`src/rtl/dpoll_pkg.sv`:
```
package dpoll_pkg;
  typedef enum logic [2:0] {
    ST_IDLE,
    ST_WAIT,
    ST_POLL,
    ST_CONF,
    ST_DONE
  } dp_state_e;

  typedef enum logic [1:0] {
    PH_GAP,
    PH_REQ,
    PH_RSP
  } dp_phase_e;
endpackage

```
`src/rtl/dpoll_gap.sv`:
```
// Down-counter enforcing idle cycles between reads.
module dpoll_gap #(
  parameter int GW = 8
) (
  input  logic          clk,
  input  logic          rst_n,
  input  logic          load,
  input  logic [GW-1:0] load_val,
  output logic          zero_o
);
  logic [GW-1:0] cnt;

  always_ff @(posedge clk or negedge rst_n) begin
    if (!rst_n)           cnt <= '0;
    else if (load)        cnt <= load_val;
    else if (cnt != '0)   cnt <= cnt - 1'b1;
  end

  assign zero_o = (cnt == '0);
endmodule

```
`src/rtl/dpoll_tmo.sv`:
```
// Saturating polling-time counter with limit compare.
module dpoll_tmo #(
  parameter int TW = 20
) (
  input  logic          clk,
  input  logic          rst_n,
  input  logic          clr,
  input  logic          run,
  input  logic [TW-1:0] limit,
  output logic          expired_o
);
  localparam logic [TW-1:0] CMAX = '1;
  logic [TW-1:0] cnt;

  always_ff @(posedge clk or negedge rst_n) begin
    if (!rst_n)                   cnt <= '0;
    else if (clr)                 cnt <= '0;
    else if (run && cnt != CMAX)  cnt <= cnt + 1'b1;
  end

  assign expired_o = (cnt >= limit);
endmodule

```
`src/rtl/dpoll_judge.sv`:
```
// Status-bit and full-byte evaluation of a read.
module dpoll_judge #(
  parameter int DW = 8
) (
  input  logic          erase,
  input  logic [DW-1:0] exp_data,
  input  logic [DW-1:0] rsp_data,
  output logic          top_ok,
  output logic          byte_ok
);
  localparam int SB = DW - 1;
  logic want_top;

  always_comb begin
    want_top = erase | exp_data[SB];
    top_ok   = (rsp_data[SB] == want_top);
    byte_ok  = erase ? (&rsp_data) : (rsp_data == exp_data);
  end
endmodule

```
`src/rtl/dpoll_engine.sv`:
```
module dpoll_engine
  import dpoll_pkg::*;
#(
  parameter int AW = 24,
  parameter int DW = 8,
  parameter int GW = 8,
  parameter int TW = 20
) (
  input  logic          clk,
  input  logic          rst_n,
  input  logic          cmd_valid,
  output logic          cmd_ready,
  input  logic          cmd_erase,
  input  logic [AW-1:0] cmd_addr,
  input  logic [DW-1:0] cmd_data,
  input  logic [GW-1:0] cfg_gap,
  input  logic [TW-1:0] cfg_timeout,
  input  logic          seq_done,
  output logic          rd_req_valid,
  input  logic          rd_req_ready,
  output logic [AW-1:0] rd_addr,
  input  logic          rd_rsp_valid,
  input  logic [DW-1:0] rd_rsp_data,
  output logic          done_valid,
  input  logic          done_ready,
  output logic          done_pass,
  output logic          done_timeout
);
  dp_state_e     state;
  dp_phase_e     phase;
  logic          erase_q;
  logic [AW-1:0] addr_q;
  logic [DW-1:0] data_q;
  logic [GW-1:0] gap_q;
  logic [TW-1:0] tmo_q;
  logic          pass_q;
  logic          tflag_q;

  logic gap_zero, expired, top_ok, byte_ok;
  logic polling, in_rsp, gap_load, tmo_clr, tmo_run;

  always_comb begin
    polling  = (state == ST_POLL) || (state == ST_CONF);
    in_rsp   = polling && (phase == PH_RSP);
    gap_load = in_rsp && rd_rsp_valid;
    tmo_clr  = (state == ST_WAIT);
    tmo_run  = (state == ST_POLL);
  end

  dpoll_gap #(.GW(GW)) u_gap (
    .clk(clk), .rst_n(rst_n), .load(gap_load), .load_val(gap_q), .zero_o(gap_zero)
  );

  dpoll_tmo #(.TW(TW)) u_tmo (
    .clk(clk), .rst_n(rst_n), .clr(tmo_clr), .run(tmo_run), .limit(tmo_q),
    .expired_o(expired)
  );

  dpoll_judge #(.DW(DW)) u_judge (
    .erase(erase_q), .exp_data(data_q), .rsp_data(rd_rsp_data),
    .top_ok(top_ok), .byte_ok(byte_ok)
  );

  always_ff @(posedge clk or negedge rst_n) begin
    if (!rst_n) begin
      state   <= ST_IDLE;
      phase   <= PH_GAP;
      erase_q <= 1'b0;
      addr_q  <= '0;
      data_q  <= '0;
      gap_q   <= '0;
      tmo_q   <= '0;
      pass_q  <= 1'b0;
      tflag_q <= 1'b0;
    end else begin
      case (state)
        ST_IDLE: if (cmd_valid) begin
          erase_q <= cmd_erase;
          addr_q  <= cmd_addr;
          data_q  <= cmd_data;
          gap_q   <= cfg_gap;
          tmo_q   <= cfg_timeout;
          state   <= ST_WAIT;
        end
        ST_WAIT: if (seq_done) begin
          state <= ST_POLL;
          phase <= PH_REQ;
        end
        ST_POLL, ST_CONF: begin
          case (phase)
            PH_GAP: if (gap_zero) phase <= PH_REQ;
            PH_REQ: if (rd_req_ready) phase <= PH_RSP;
            PH_RSP: if (rd_rsp_valid) begin
              if (state == ST_CONF) begin
                pass_q  <= byte_ok;
                tflag_q <= 1'b0;
                state   <= ST_DONE;
              end else if (top_ok) begin
                state <= ST_CONF;
                phase <= PH_GAP;
              end else if (expired) begin
                pass_q  <= 1'b0;
                tflag_q <= 1'b1;
                state   <= ST_DONE;
              end else begin
                phase <= PH_GAP;
              end
            end
            default: phase <= PH_GAP;
          endcase
        end
        ST_DONE: if (done_ready) state <= ST_IDLE;
        default: state <= ST_IDLE;
      endcase
    end
  end

  assign cmd_ready    = (state == ST_IDLE);
  assign rd_req_valid = polling && (phase == PH_REQ);
  assign rd_addr      = addr_q;
  assign done_valid   = (state == ST_DONE);
  assign done_pass    = pass_q;
  assign done_timeout = tflag_q;
endmodule

```
`config.mk`:
```
export PLATFORM = sky130hd
export DESIGN_NAME = dpoll_engine
export DESIGN_NICKNAME = d
export VERILOG_FILES = /design/src/rtl/dpoll_pkg.sv /design/src/rtl/dpoll_gap.sv /design/src/rtl/dpoll_tmo.sv /design/src/rtl/dpoll_judge.sv /design/src/rtl/dpoll_engine.sv
export SDC_FILE = /design/constraint.sdc
export NUM_CORES = 1
export LEC_CHECK = 0
export BUFFER_PORTS_ARGS = -buffer_cell sky130_fd_sc_hd__buf_2
export CAP_MARGIN = 30
export CORE_AREA = 2 2 121 123
export DETAILED_ROUTE_END_ITERATION = 6
export DIE_AREA = 0 0 123 125
export GPL_ROUTABILITY_DRIVEN = 0
export SYNTH_ARGS = -nofsm -noshare
export SYNTH_HDL_FRONTEND = slang
export SYNTH_SLANG_ARGS = --single-unit
```
`constraint.sdc`:
```
create_clock -name clk -period 3.1 [get_ports clk]
set_input_delay 0.775 -clock clk [delete_from_list [all_inputs] [get_ports clk]]
set_output_delay 0.775 -clock clk [all_outputs]
set_load 0.03 [all_outputs]
```
==> implementation parameters, run 1 <==
Parameter                              Value

Status
  Result of the run    finished clean

Worst setup path
  Critical Path RT    2.32 ns
  Source of the worst register-to-register timing path    u_tmo.cnt[0]$_DFFE_PN0P_
  Endpoint of the worst register-to-register path    state[2]$_DFFE_PN0P_
  Worst reg-to-reg setup slack    0.72 ns
  Path type of the worst setup path    register to output pin
  Endpoint arrival time on the critical path    1.69 ns
  Critical path fanouts, max    13
  Path depth of the worst reg2reg path    7
  Kind of start point of the critical path    register
  Sort of element at the end of the critical path    output pin

Detailed routing
  Final ANT Viol Nets    0
  Total Wirelength    10.2 mm
  Routed vias/inst    4.87
  Post-route DRC violation count    0
  Met2 layer wire length in the routed design    4.72 mm
  Highest metal layer used by the detailed router    met4
  Iteration-0 DRC count of the detailed router    120
  Routed wire length per instance    13.7 microns
  First drt pass iteration count    4
  DR vias    3627
  Wire length on met3    569 microns
  Post-route met1 wirelength    4.79 mm

Yosys
  Adder-cell area share of the yosys netlist    0.0592
  Top flip-flop cell by instance count after synthesis    sky130_fd_sc_hd__dfrtp_1
  Post-synthesis sequential area ratio    0.494
  Post-synthesis xor/xnor area fraction    0.0559
  Number of enable flip-flop cells after synthesis    0
  Combinational family with the most area after synthesis    simple AND/OR/NAND/NOR gates
  Count of state elements after synthesis    96
  Avg Cell Area, Syn    10.7 sq um
  Post-synthesis mux area share    0.106
  Number of library cell types mapped by synthesis    52
  Area fraction in and, or, nand and nor cells after synthesis    0.139
  Area fraction in compound gates after synthesis    0.106
  Number of synthesis warnings    0
  Share of flip-flops with an asynchronous set or reset    1.00
  Net count of the mapped netlist    552
  Number of cells produced by synthesis    453
  Syn Std Cell Area    0.00486 sq mm

Timing
  Final setup TNS    0 ns
  Fmax    406 MHz
  Relative slew slack    0.498
  Final setup skew    0.00665 ns
  Final Cycle Share    0.794
  Final hold viol count    0
  Slew at the pin with the worst max-slew slack    0.750 ns
  Unrepaired setup endpoints after global routing    false
  Final number of max-transition violations    0
  Shortest clock period the worst path allows after layout    2.46 ns
  Number of failing setup endpoints in the final timing report    0
  Minimum hold slack    0.479 ns

Floorplan
  Number of I/O pins    105
  Die area    0.0154 sq mm
  Horizontal extent of the die    123 microns
  Row cnt    44
  DIE HEIGHT    125 microns
  Core outline area    0.0142 sq mm
  Initial core utilization    0.342

Clocking
  Number of buffers created by CTS    9
  Maximum level of the CTS H-tree    3
  Clk sink count    96
  Maximum clock insertion buffer count    2
  Count of hold buffers inserted by post-cts repair    0
  Setup bufs post-CTS    0
  Clock tree from TritonCTS    yes
  Post-CTS sizing    0
  Clock-pin slew reported for the worst setup and hold paths after clock tree synthesis    0.06 ns
  Insertion delay to the later sink of the worst-skew pair    0.34 ns
  Clock root buffer master    sky130_fd_sc_hd__clkbuf_16

Placement
  HPWL Detailed    7.71 mm
  Area of placed instances    0.00560 sq mm
  Buffers on Ports    104

Global routing
  Antenna violations before repair    0
  GRT Residual Overflow    0
  Global-route wire length before repair    17.7 mm
  Overall track demand over capacity in global routing    0.144
  Number of global-route vias before repair    3726
  Largest net degree at the start of global routing    57

Power and ir drop
  Static leakage    0.00276 uW
  Max VDD drop    0.000342 V
  Cell Pwr Density    866 mW/mm^2

Min path
  Kind of path behind the tightest hold check    register to register
  Hold Path Origin    gap_q[1]$_DFFE_PN0P_
  Hold endpoint    u_gap.cnt[1]$_DFFE_PN0P_
  Hold depth    1

Finish
  Post-route cell area    0.00589 sq mm
  FILL cells    1392
  Post-layout net count    655
  Layout cells sized above 1    0.312
  Number of diodes    0
  Area overhead of the layout relative to synthesis    21.2%

Flow run
  Maximum capacitance violations    0
==> how the worst max path moves through the flow <==
stage                                   from                     to  slack (ns)
floorplan               state[0]$_DFFE_PN0P_  data_q[0]$_DFFE_PN0P_        0.79
global placement    u_tmo.cnt[0]$_DFFE_PN0P_   state[2]$_DFFE_PN0P_        0.76
detailed placement  u_tmo.cnt[0]$_DFFE_PN0P_   state[2]$_DFFE_PN0P_        0.67
CTS                     state[1]$_DFFE_PN0P_           rd_req_valid        0.63
global route        u_tmo.cnt[0]$_DFFE_PN0P_   state[2]$_DFFE_PN0P_        0.38
finish                  state[1]$_DFFE_PN0P_           rd_req_valid        0.64
==> cell usage after synthesis, types with 3 or more instances <==
cell type / n / area share
sky130_fd_sc_hd__a211oi_1: 3 / 0.0046
sky130_fd_sc_hd__a21o_1: 3 / 0.0046
sky130_fd_sc_hd__a21oi_1: 9 / 0.0093
sky130_fd_sc_hd__a221o_1: 3 / 0.0062
sky130_fd_sc_hd__a311oi_1: 3 / 0.0054
sky130_fd_sc_hd__and2_1: 3 / 0.0039
sky130_fd_sc_hd__and3_1: 3 / 0.0039
sky130_fd_sc_hd__and4_1: 3 / 0.0054
sky130_fd_sc_hd__buf_2: 6 / 0.0062
sky130_fd_sc_hd__clkbuf_1: 7 / 0.0054
sky130_fd_sc_hd__dfrtp_1: 96 / 0.49
sky130_fd_sc_hd__ha_1: 23 / 0.059
sky130_fd_sc_hd__inv_1: 28 / 0.022
sky130_fd_sc_hd__mux2_2: 42 / 0.097
sky130_fd_sc_hd__mux2i_1: 4 / 0.0082
sky130_fd_sc_hd__nand2_1: 47 / 0.036
sky130_fd_sc_hd__nand2b_1: 4 / 0.0051
sky130_fd_sc_hd__nand3_1: 10 / 0.010
sky130_fd_sc_hd__nand4_1: 6 / 0.0077
sky130_fd_sc_hd__nor2_1: 26 / 0.020
sky130_fd_sc_hd__nor2b_1: 3 / 0.0039
sky130_fd_sc_hd__nor3_1: 7 / 0.0072
sky130_fd_sc_hd__nor4_1: 3 / 0.0039
sky130_fd_sc_hd__o2111ai_1: 4 / 0.0072
sky130_fd_sc_hd__o211ai_1: 6 / 0.0093
sky130_fd_sc_hd__o21a_1: 3 / 0.0046
sky130_fd_sc_hd__o21ai_0: 34 / 0.035
sky130_fd_sc_hd__or2_2: 4 / 0.0051
sky130_fd_sc_hd__xnor2_1: 15 / 0.027
sky130_fd_sc_hd__xor2_1: 16 / 0.029
==> state kept, by name, summed over array words and instances (netlist names) <==
register,cells
done_pass,1
u_tmo.cnt,20
erase_q,1
done_timeout,1
gap_q,8
data_q,8
rd_addr,24
phase,2
tmo_q,20
state,3
u_gap.cnt,8
==> power by group <==
| group | leakage [uW] | total [uW] | switching [uW] | internal [uW] |
|---|---|---|---|---|
| Combinational | 0.00143 | 1930 | 1110 | 828 |
| Sequential | 0.00119 | 2100 | 337 | 1760 |
| Clock | 0.000139 | 1070 | 458 | 609 |
==> placed cells by master, fill, tap and decap left out, types with 15 or more instances in the layout <==
cell type                 instances
sky130_fd_sc_hd__mux2_2          42
sky130_fd_sc_hd__xnor2_1         15
sky130_fd_sc_hd__ha_1            23
sky130_fd_sc_hd__o21ai_0         34
sky130_fd_sc_hd__nor2_1          26
sky130_fd_sc_hd__dfrtp_1         96
sky130_fd_sc_hd__inv_1           28
sky130_fd_sc_hd__xor2_1          16
sky130_fd_sc_hd__nand2_1         47
sky130_fd_sc_hd__buf_2          103
==> cell type report <==
| cell class | count | area, sq um | share of cell area |
|---|---|---|---|
| flip-flops and latches | 96 | 2400 | 0.408 |
| multi-input cells | 312 | 2270 | 0.385 |
| repair buffers | 109 | 598 | 0.102 |
| clock buffers | 14 | 274 | 0.0465 |
| well taps | 184 | 230 | 0.0391 |
| inverters | 28 | 105 | 0.0178 |
| clock inverters | 2 | 12.5 | 0.00212 |
==> critical path, stage by stage, from the launching register on <==
cell                       delay [ns]
sky130_fd_sc_hd__dfrtp_1         0.59
sky130_fd_sc_hd__nand2b_1        0.19
sky130_fd_sc_hd__nor3_1          0.29
sky130_fd_sc_hd__buf_2           0.27
==> metal layers <==
layer | global-route usage | vias up
li1 | - | 1802
met1 | 0.192 | 1728
met2 | 0.225 | 82
met3 | 0.0438 | 15
met4 | 0.0428 | 0
met5 | 0 | -
==> cells by family (layout without fill, tap and decap cells) <==
group                    count (synthesis)  in the layout
AO/OA/AOI/OAI                           80             80
XOR/XNOR                                31             31
adder cells (fa/ha/maj)                 23             23
buffers and inverters                   45            153
flip-flops                              96             96
multiplexers                            46             46
AND/OR/NAND/NOR                        132            132
==> stage by stage <==
| stage | total power [uW] | util | worst slack, ns | cells |
|---|---|---|---|---|
| final | 5100 | 0.415 | 0.638 | 745 |
| after global routing | 5540 | 0.415 | 0.376 | 745 |
| after CTS | 5190 | 0.415 | 0.629 | 745 |
| after detailed placement | 4080 | 0.394 | 0.671 | 729 |
| after global placement | 4010 | 0.394 | 0.761 | 729 |
| after floorplan | 3510 | - | 0.790 | 453 |
Note: power is estimated with default switching activity, not from simulation.
==> run 2: changes to the inputs <==
==> constraint.sdc (replaced) <==
create_clock -name clk -period 2.3 [get_ports clk]
set_input_delay 0.575 -clock clk [delete_from_list [all_inputs] [get_ports clk]]
set_output_delay 0.575 -clock clk [all_outputs]
set_load 0.03 [all_outputs]
==> run 2 against run 1 <==
  * Sequential power up 33%
  * Cell area grew 3.0%
  * Sequential cell count unchanged
  * Wire length up 4.1%
  * Die area stayed put
  * Non-clock buffer count increased by 13
  * Total power increased by 41%
  * Clock-buffer cell count fell by 5
  * Setup slack got worse by 0.50 ns
  * Hold slack got worse by 0.047 ns
  * Clock skew decreased by 0.00078 ns
  * Critical path type is now register to register
  * Highest routed layer is now met5
==> implementation parameters, run 2 (same netlist as run 1, synthesis figures left out) <==
Parameter                              Value

Worst setup path
  Maximum cell stage delay along the critical path    0.44 ns (-0.15 ns)
  Worst path slowest cell    sky130_fd_sc_hd__dfrtp_2
  Worst reg-to-reg setup slack    0.14 ns (-0.58 ns)
  Kind of start point of the critical path    register
  Path type of the worst setup path    register to register
  Endpoint arrival time on the critical path    2.40 ns (+0.71 ns)
  Chain of cells forming the critical path    ha_1 -> nand4_1 -> or2_4 -> nor4_4 -> o31ai_2 -> buf_4 -> a221o_1
  Largest delay share family, worst path    simple AND/OR/NAND/NOR gates
  Critical Path RT    2.53 ns (+0.21 ns)
  Sort of element at the end of the critical path    register
  Number of buffer and inverter stages on the critical path    1 (unchanged)
  Critical path fanouts, max    5 (-8)

Finish
  Highest-count cells in the layout ignoring fill and taps    103 x sky130_fd_sc_hd__buf_2, 94 x sky130_fd_sc_hd__dfrtp_1, 47 x sky130_fd_sc_hd__nand2_1
  Register area    0.00240 sq mm (+0.10%)
  Area overhead of the layout relative to synthesis    24.9%
  Post-layout net count    668 (+2.0%)
  Flip-flop count of the largest register after layout    24 (unchanged)
  Most frequent standard cell in the layout excluding fill and tap cells    sky130_fd_sc_hd__buf_2
  Area used by multi-input combinational logic    0.00231 sq mm (+2.0%)
  Layout cells sized above 1    0.343 (+0.0313)
  Number of diodes    0 (unchanged)
  Final core utilization    0.427 (+0.0124)
  Final cell count without fillers    758 (+1.7%)
  FILL cells    1400 (+0.57%)

Clocking
  Maximum clock insertion buffer count    2 (unchanged)
  Clk sink count    96 (unchanged)
  Clock-pin slew reported for the worst setup and hold paths after clock tree synthesis    0.07 ns (about the same)
  Clock tree from TritonCTS    yes
  Maximum level of the CTS H-tree    3 (unchanged)
  Number of buffers created by CTS    9 (unchanged)
  Clock root buffer master    sky130_fd_sc_hd__clkbuf_16
  Insertion delay to the later sink of the worst-skew pair    0.35 ns (about the same)

Timing
  Final Cycle Share    0.940
  Final setup skew    0.00587 ns (-0.000783 ns)
  Number of failing setup endpoints in the final timing report    0 (unchanged)
  Final number of max-transition violations    0 (unchanged)
  Shortest clock period the worst path allows after layout    2.16 ns
  Fmax    463 MHz
  Final hold viol count    0 (unchanged)
  Relative slew slack    0.646 (+0.149)
  Slew at the pin with the worst max-slew slack    0.527 ns (-0.223 ns)
  Unrepaired setup endpoints after global routing    true
  Smallest setup slack after layout    0.139 ns (-0.499 ns)
  Minimum hold slack    0.433 ns (-0.0467 ns)

Power and ir drop
  Combinational share of power    0.382 (+0.003)
  Cell-internal power    4520 uW (+41%)
  Switching portion of total power    0.372 (-0.00137)
  Cell Pwr Density    1190 mW/mm^2 (+37%)
  Net switching power    2670 uW (+40%)
  Clk pwr share    0.228 (+0.019)
  Sequential share of power    0.389 (-0.022)
  Static leakage    0.00284 uW (+3.0%)
  Max VDD drop    0.000810 V (+140%)

Floorplan
  Die area    0.0154 sq mm (unchanged)
  DIE HEIGHT    125 microns (unchanged)
  Initial core utilization    0.342 (unchanged)
  Horizontal extent of the die    123 microns (unchanged)
  Core outline area    0.0142 sq mm (unchanged)
  Number of I/O pins    105 (unchanged)
  Row cnt    44 (unchanged)

Detailed routing
  Routed vias/inst    4.84 (-0.55%)
  Iteration-0 DRC count of the detailed router    153 (+28%)
  Final ANT Viol Nets    0 (unchanged)
  Total Wirelength    10.6 mm (+4.1%)
  Routed wire length per instance    14.0 microns (+2.3%)
  DR vias    3670 (+1.2%)
  Post-route DRC violation count    0 (unchanged)
  First drt pass iteration count    4 (unchanged)

Placement
  Pre-CTS setup slack    0.0639 ns (-0.607 ns)
  HPWL Detailed    7.87 mm (+2.1%)
  Number of placed cells counting well taps    740 (+1.5%)
  Buffers on Ports    104 (unchanged)

Global routing
  Largest net degree at the start of global routing    65 (+14%)
  Global-route wire length before repair    17.9 mm (+0.98%)
  Antenna violations before repair    1 (+1)
  Number of global-route vias before repair    3857 (+3.5%)
  Overall track demand over capacity in global routing    0.146 (+0.00179)
  GRT Residual Overflow    0 (unchanged)

Min path
  Kind of path behind the tightest hold check    primary input to register

Status
  Result of the run    finished clean

Flow run
  Maximum capacitance violations    0 (unchanged)
==> run 2: changes by cell type in the layout (fill, tap and decap cells not counted), sizes merged <==
cell	previous run	this run
clkbuf	14	9
buf	109	121
bufinv	0	2
dlygate4sd3	0	1
inv	28	31
==> run 2: layout make-up <==
class                           instances  area share
Multi-Input combinational cell        312       0.381
Tap cell                              184      0.0380
Clock inverter                          7      0.0169
Sequential cell                        96       0.396
Clock buffer                            9      0.0371
Inverter                               28      0.0173
Timing Repair Buffer                  122       0.113
==> run 2: worst register-to-register path: cells and delay by family (launching register included) <==
| family | cells | cell delay, ns |
|---|---|---|
| buf+inv | 1 | 0.18 |
| flops | 1 | 0.44 |
| simple gates | 3 | 0.71 |
| fa+ha+maj | 1 | 0.30 |
| compound gates | 2 | 0.43 |
==> run 2: stage by stage <==
step | instance area (sq um) | total power, uW | TNS [ns]
2_1_floorplan | 4860 | 4730 | 0
3_3_place_gp | 5680 | 5450 | 0
3_5_place_dp | 5680 | 5560 | 0
4_1_cts | 6020 | 7250 | 0
5_1_grt | 6070 | 7720 | -0.0235
6_report | 6070 | 7190 | 0
==> run 2: path summary, 6_finish.rpt <==
path                                           start                        end  cells past startpoint
min in group asynchronous                      rst_n    rd_addr[17]$_DFFE_PN0P_                      2
setup / recovery           u_tmo.cnt[14]$_DFFE_PN0P_      done_pass$_DFFE_PN0P_                      7
hold reg to reg                 gap_q[7]$_DFFE_PN0P_   u_gap.cnt[7]$_DFFE_PN0P_                      2
setup reg to reg           u_tmo.cnt[14]$_DFFE_PN0P_      done_pass$_DFFE_PN0P_                      7
max in group asynchronous                      rst_n  u_tmo.cnt[14]$_DFFE_PN0P_                      3
hold / removal                        cfg_timeout[6]       tmo_q[6]$_DFFE_PN0P_                      3
==> run 2: power by group through the flow <==
stage               clock [uW]  combinational [uW]  sequential (uW)
global route              1760                3070             2890
CTS                       1710                2750             2800
global placement             0                2660             2790
detailed placement           0                2740             2820
finish                    1640                2750             2800
floorplan                    0                1590             3140
==> run 2: metal layers <==
metal | track usage | vias up | part of all wire
met2 | 0.238 | 87 | 0.48
met1 | 0.178 | 1753 | 0.44
met3 | 0.0561 | 11 | 0.064
met4 | 0.0421 | 2 | 0.013
met5 | 0 | - | 0.00066
li1 | - | 1817 | -
==> run 2: timing repair <==
item,in CTS,in global routing
hold buffers,1,0
hold endpoints to repair,2,0
endpoints found under the setup margin,0,6
setup buffers,0,1
gates resized for setup,0,10
==> run 3: changes to the inputs <==
--- a/config.mk
+++ b/config.mk
@@ -8,9 +8,11 @@
 export BUFFER_PORTS_ARGS = -buffer_cell sky130_fd_sc_hd__buf_2
 export CAP_MARGIN = 30
 export CORE_AREA = 2 2 121 123
+export CTS_BUF_LIST = sky130_fd_sc_hd__clkbuf_2 sky130_fd_sc_hd__clkbuf_4 sky130_fd_sc_hd__clkbuf_8
 export DETAILED_ROUTE_END_ITERATION = 6
 export DIE_AREA = 0 0 123 125
 export GPL_ROUTABILITY_DRIVEN = 0
+export RECOVER_POWER = 100
 export SYNTH_ARGS = -nofsm -noshare
 export SYNTH_HDL_FRONTEND = slang
 export SYNTH_SLANG_ARGS = --single-unit
==> run 3 against run 2 <==
  * Cell count up 0.26%
  * Clock-buffer cell count did not move
  * Clock skew up 0.0024 ns
  * Global-route usage down 0.056 points
  * Combinational power fell by 2%
  * Fmax increased by 0.11%
  * Die area unchanged
  * Sequential power about the same
  * Critical path depth down 4
  * Sequential share of layout area rose by 1.1 points
  * Cell area fell by 2.6%
  * Critical endpoint is now rd_req_valid
==> implementation parameters, run 3 (same netlist as run 1, synthesis figures left out) <==
Parameter                              Value

Clocking
  Clock root buffer master    sky130_fd_sc_hd__clkbuf_8
  Number of buffers created by CTS    9 (unchanged)
  Insertion delay to the later sink of the worst-skew pair    0.38 ns (+0.03 ns)
  Clock-pin slew reported for the worst setup and hold paths after clock tree synthesis    0.09 ns (+0.02 ns)
  Clock tree from TritonCTS    yes
  Clk sink count    96 (unchanged)
  Maximum clock insertion buffer count    2 (unchanged)
  Maximum level of the CTS H-tree    3 (unchanged)

Finish
  Post-layout net count    670 (+0.30%)
  Number of diodes    0 (unchanged)
  FILL cells    1434 (+2.4%)
  Layout cells sized above 1    0.297 (-0.0463)
  Most frequent standard cell in the layout excluding fill and tap cells    sky130_fd_sc_hd__dfrtp_1
  Flip-flop count of the largest register after layout    24 (unchanged)
  Highest-count cells in the layout ignoring fill and taps    94 x sky130_fd_sc_hd__dfrtp_1, 75 x sky130_fd_sc_hd__buf_2, 47 x sky130_fd_sc_hd__nand2_1
  Area overhead of the layout relative to synthesis    21.6%

Worst setup path
  Path type of the worst setup path    register to output pin
  Worst reg-to-reg setup slack    0.14 ns (about the same)
  Maximum cell stage delay along the critical path    0.52 ns (+0.08 ns)
  Endpoint arrival time on the critical path    1.58 ns (-0.82 ns)
  Source of the worst register-to-register timing path    u_tmo.cnt[13]$_DFFE_PN0P_
  Largest delay share family, worst path    flip-flops
  Sort of element at the end of the critical path    output pin
  Critical Path RT    1.73 ns (-0.80 ns)
  Endpoint of the worst register-to-register path    done_pass$_DFFE_PN0P_
  Kind of start point of the critical path    register
  Path depth of the worst reg2reg path    7 (unchanged)
  Chain of cells forming the critical path    nand2b_1 -> nor3_2 -> buf_2
  Worst path slowest cell    sky130_fd_sc_hd__dfrtp_1
  Number of buffer and inverter stages on the critical path    1 (unchanged)
  Logic depth of the worst setup path including buffers    3 (-4)
  Critical path fanouts, max    11 (+6)

Global routing
  Number of global-route vias before repair    3845 (-0.31%)
  Global-route wire length before repair    17.9 mm (about the same)
  Largest net degree at the start of global routing    65 (unchanged)
  Antenna violations before repair    1 (unchanged)
  Overall track demand over capacity in global routing    0.145 (-0.000557)
  GRT Residual Overflow    0 (unchanged)

Power and ir drop
  Max VDD drop    0.000717 V (-12%)
  Static leakage    0.00270 uW (-4.9%)
  Cell Pwr Density    1140 mW/mm^2 (-3.6%)

Min path
  Hold Path Origin    cfg_timeout[6]
  Hold endpoint    tmo_q[6]$_DFFE_PN0P_
  Kind of path behind the tightest hold check    primary input to register
  Hold depth    3 (unchanged)

Timing
  Fmax    463 MHz (+0.11%)
  Slew at the pin with the worst max-slew slack    0.868 ns (+0.341 ns)
  Relative slew slack    0.421 (-0.225)
  Final hold viol count    0 (unchanged)
  Final Cycle Share    0.939 (-0.00101)
  Number of failing setup endpoints in the final timing report    0 (unchanged)
  Shortest clock period the worst path allows after layout    2.16 ns (-0.00233 ns)
  Final setup skew    0.00824 ns (+0.00238 ns)
  Final number of max-transition violations    0 (unchanged)
  Smallest setup slack after layout    0.141 ns (+0.00233 ns)
  Minimum hold slack    0.389 ns (-0.0436 ns)

Placement
  Buffers on Ports    104 (unchanged)
  Pre-CTS setup slack    0.0639 ns (unchanged)
  HPWL Detailed    7.87 mm (unchanged)

Detailed routing
  Iteration-0 DRC count of the detailed router    160 (+4.6%)
  Routed wire length per instance    14.0 microns (-0.30%)
  DR vias    3703 (+0.90%)
  Post-route DRC violation count    0 (unchanged)
  Total Wirelength    10.6 mm (about the same)
  Routed vias/inst    4.87 (+0.63%)
  Final ANT Viol Nets    0 (unchanged)
  First drt pass iteration count    4 (unchanged)

Flow run
  Maximum capacitance violations    0 (unchanged)

Status
  Result of the run    finished clean

Floorplan
  Row cnt    44 (unchanged)
  DIE HEIGHT    125 microns (unchanged)
  Core outline area    0.0142 sq mm (unchanged)
  Initial core utilization    0.342 (unchanged)
  Horizontal extent of the die    123 microns (unchanged)
  Number of I/O pins    105 (unchanged)
  Die area    0.0154 sq mm (unchanged)
==> run 3: cell count changes in the layout (fill, tap and decap cells not counted), sizes merged <==
cell | before | now
buf | 121 | 89
clkbuf | 9 | 43
==> run 3: worst register-to-register path: stages, from the launching register on <==
cell	delay, ns
sky130_fd_sc_hd__dfrtp_1	0.41
sky130_fd_sc_hd__ha_1	0.30
sky130_fd_sc_hd__nand4_1	0.16
sky130_fd_sc_hd__or2_4	0.28
sky130_fd_sc_hd__nor4_4	0.28
sky130_fd_sc_hd__o31ai_2	0.10
sky130_fd_sc_hd__buf_4	0.18
sky130_fd_sc_hd__a221o_1	0.33
==> run 3: worst max-delay path by stage <==
stage	startpoint	to	slack (ns)
global route	u_tmo.cnt[15]$_DFFE_PN0P_	done_pass$_DFFE_PN0P_	-0.009
global placement	u_tmo.cnt[17]$_DFFE_PN0P_	done_pass$_DFFE_PN0P_	0.10
CTS	state[1]$_DFFE_PN0P_	rd_req_valid	0.02
detailed placement	u_tmo.cnt[17]$_DFFE_PN0P_	done_pass$_DFFE_PN0P_	0.06
floorplan	u_tmo.cnt[18]$_DFFE_PN0P_	done_pass$_DFFE_PN0P_	0.27
finish	state[2]$_DFFE_PN0P_	rd_req_valid	0.14
==> run 3: report_power, final <==
part / leakage, uW / switching, uW / internal (uW) / total, uW
Sequential: 0.00119 / 430 / 2370 / 2800
Combinational: 0.00140 / 1570 / 1110 / 2690
Clock: 0.000111 / 639 / 625 / 1260
Total: 0.00270 / 2640 / 4110 / 6750
==> run 3: stage by stage <==
step | TNS (ns) | area [sq um] | utilization | power [uW] | std cells
detailed placement | 0 | 5680 | 0.400 | 5560 | 740
finish | 0 | 5910 | 0.416 | 6750 | 760
global placement | 0 | 5680 | 0.400 | 5450 | 740
CTS | 0 | 5910 | 0.416 | 6870 | 757
floorplan | 0 | 4860 | - | 4730 | 453
global route | -0.00890 | 5910 | 0.416 | 7270 | 760
==> run 3: layer usage <==
layer / up-vias / global-route usage / wire length [microns]
li1: 1829 / - / -
met1: 1770 / 0.178 / 4700
met2: 83 / 0.237 / 5070
met3: 19 / 0.0479 / 672
met4: 2 / 0.0521 / 199
met5: - / 0 / 7
==> run 3: layout make-up <==
cell class | instances | area (sq um) | share of cell area
inverters | 28 | 105 | 0.0178
multi-input cells | 312 | 2310 | 0.391
well taps | 184 | 230 | 0.0390
clock inverters | 7 | 103 | 0.0174
repair buffers | 124 | 631 | 0.107
flip-flops and latches | 96 | 2400 | 0.407
clock buffers | 9 | 124 | 0.0210
==> run 3: what timing repair did <==
| item | 4_1_cts | 5_1_grt |
|---|---|---|
| setup endpoints to repair | 0 | 6 |
| hold buffers | 1 | 0 |
| buffers inserted | 0 | 3 |
| hold endpoints to repair | 2 | 0 |
| resized for setup | 0 | 9 |
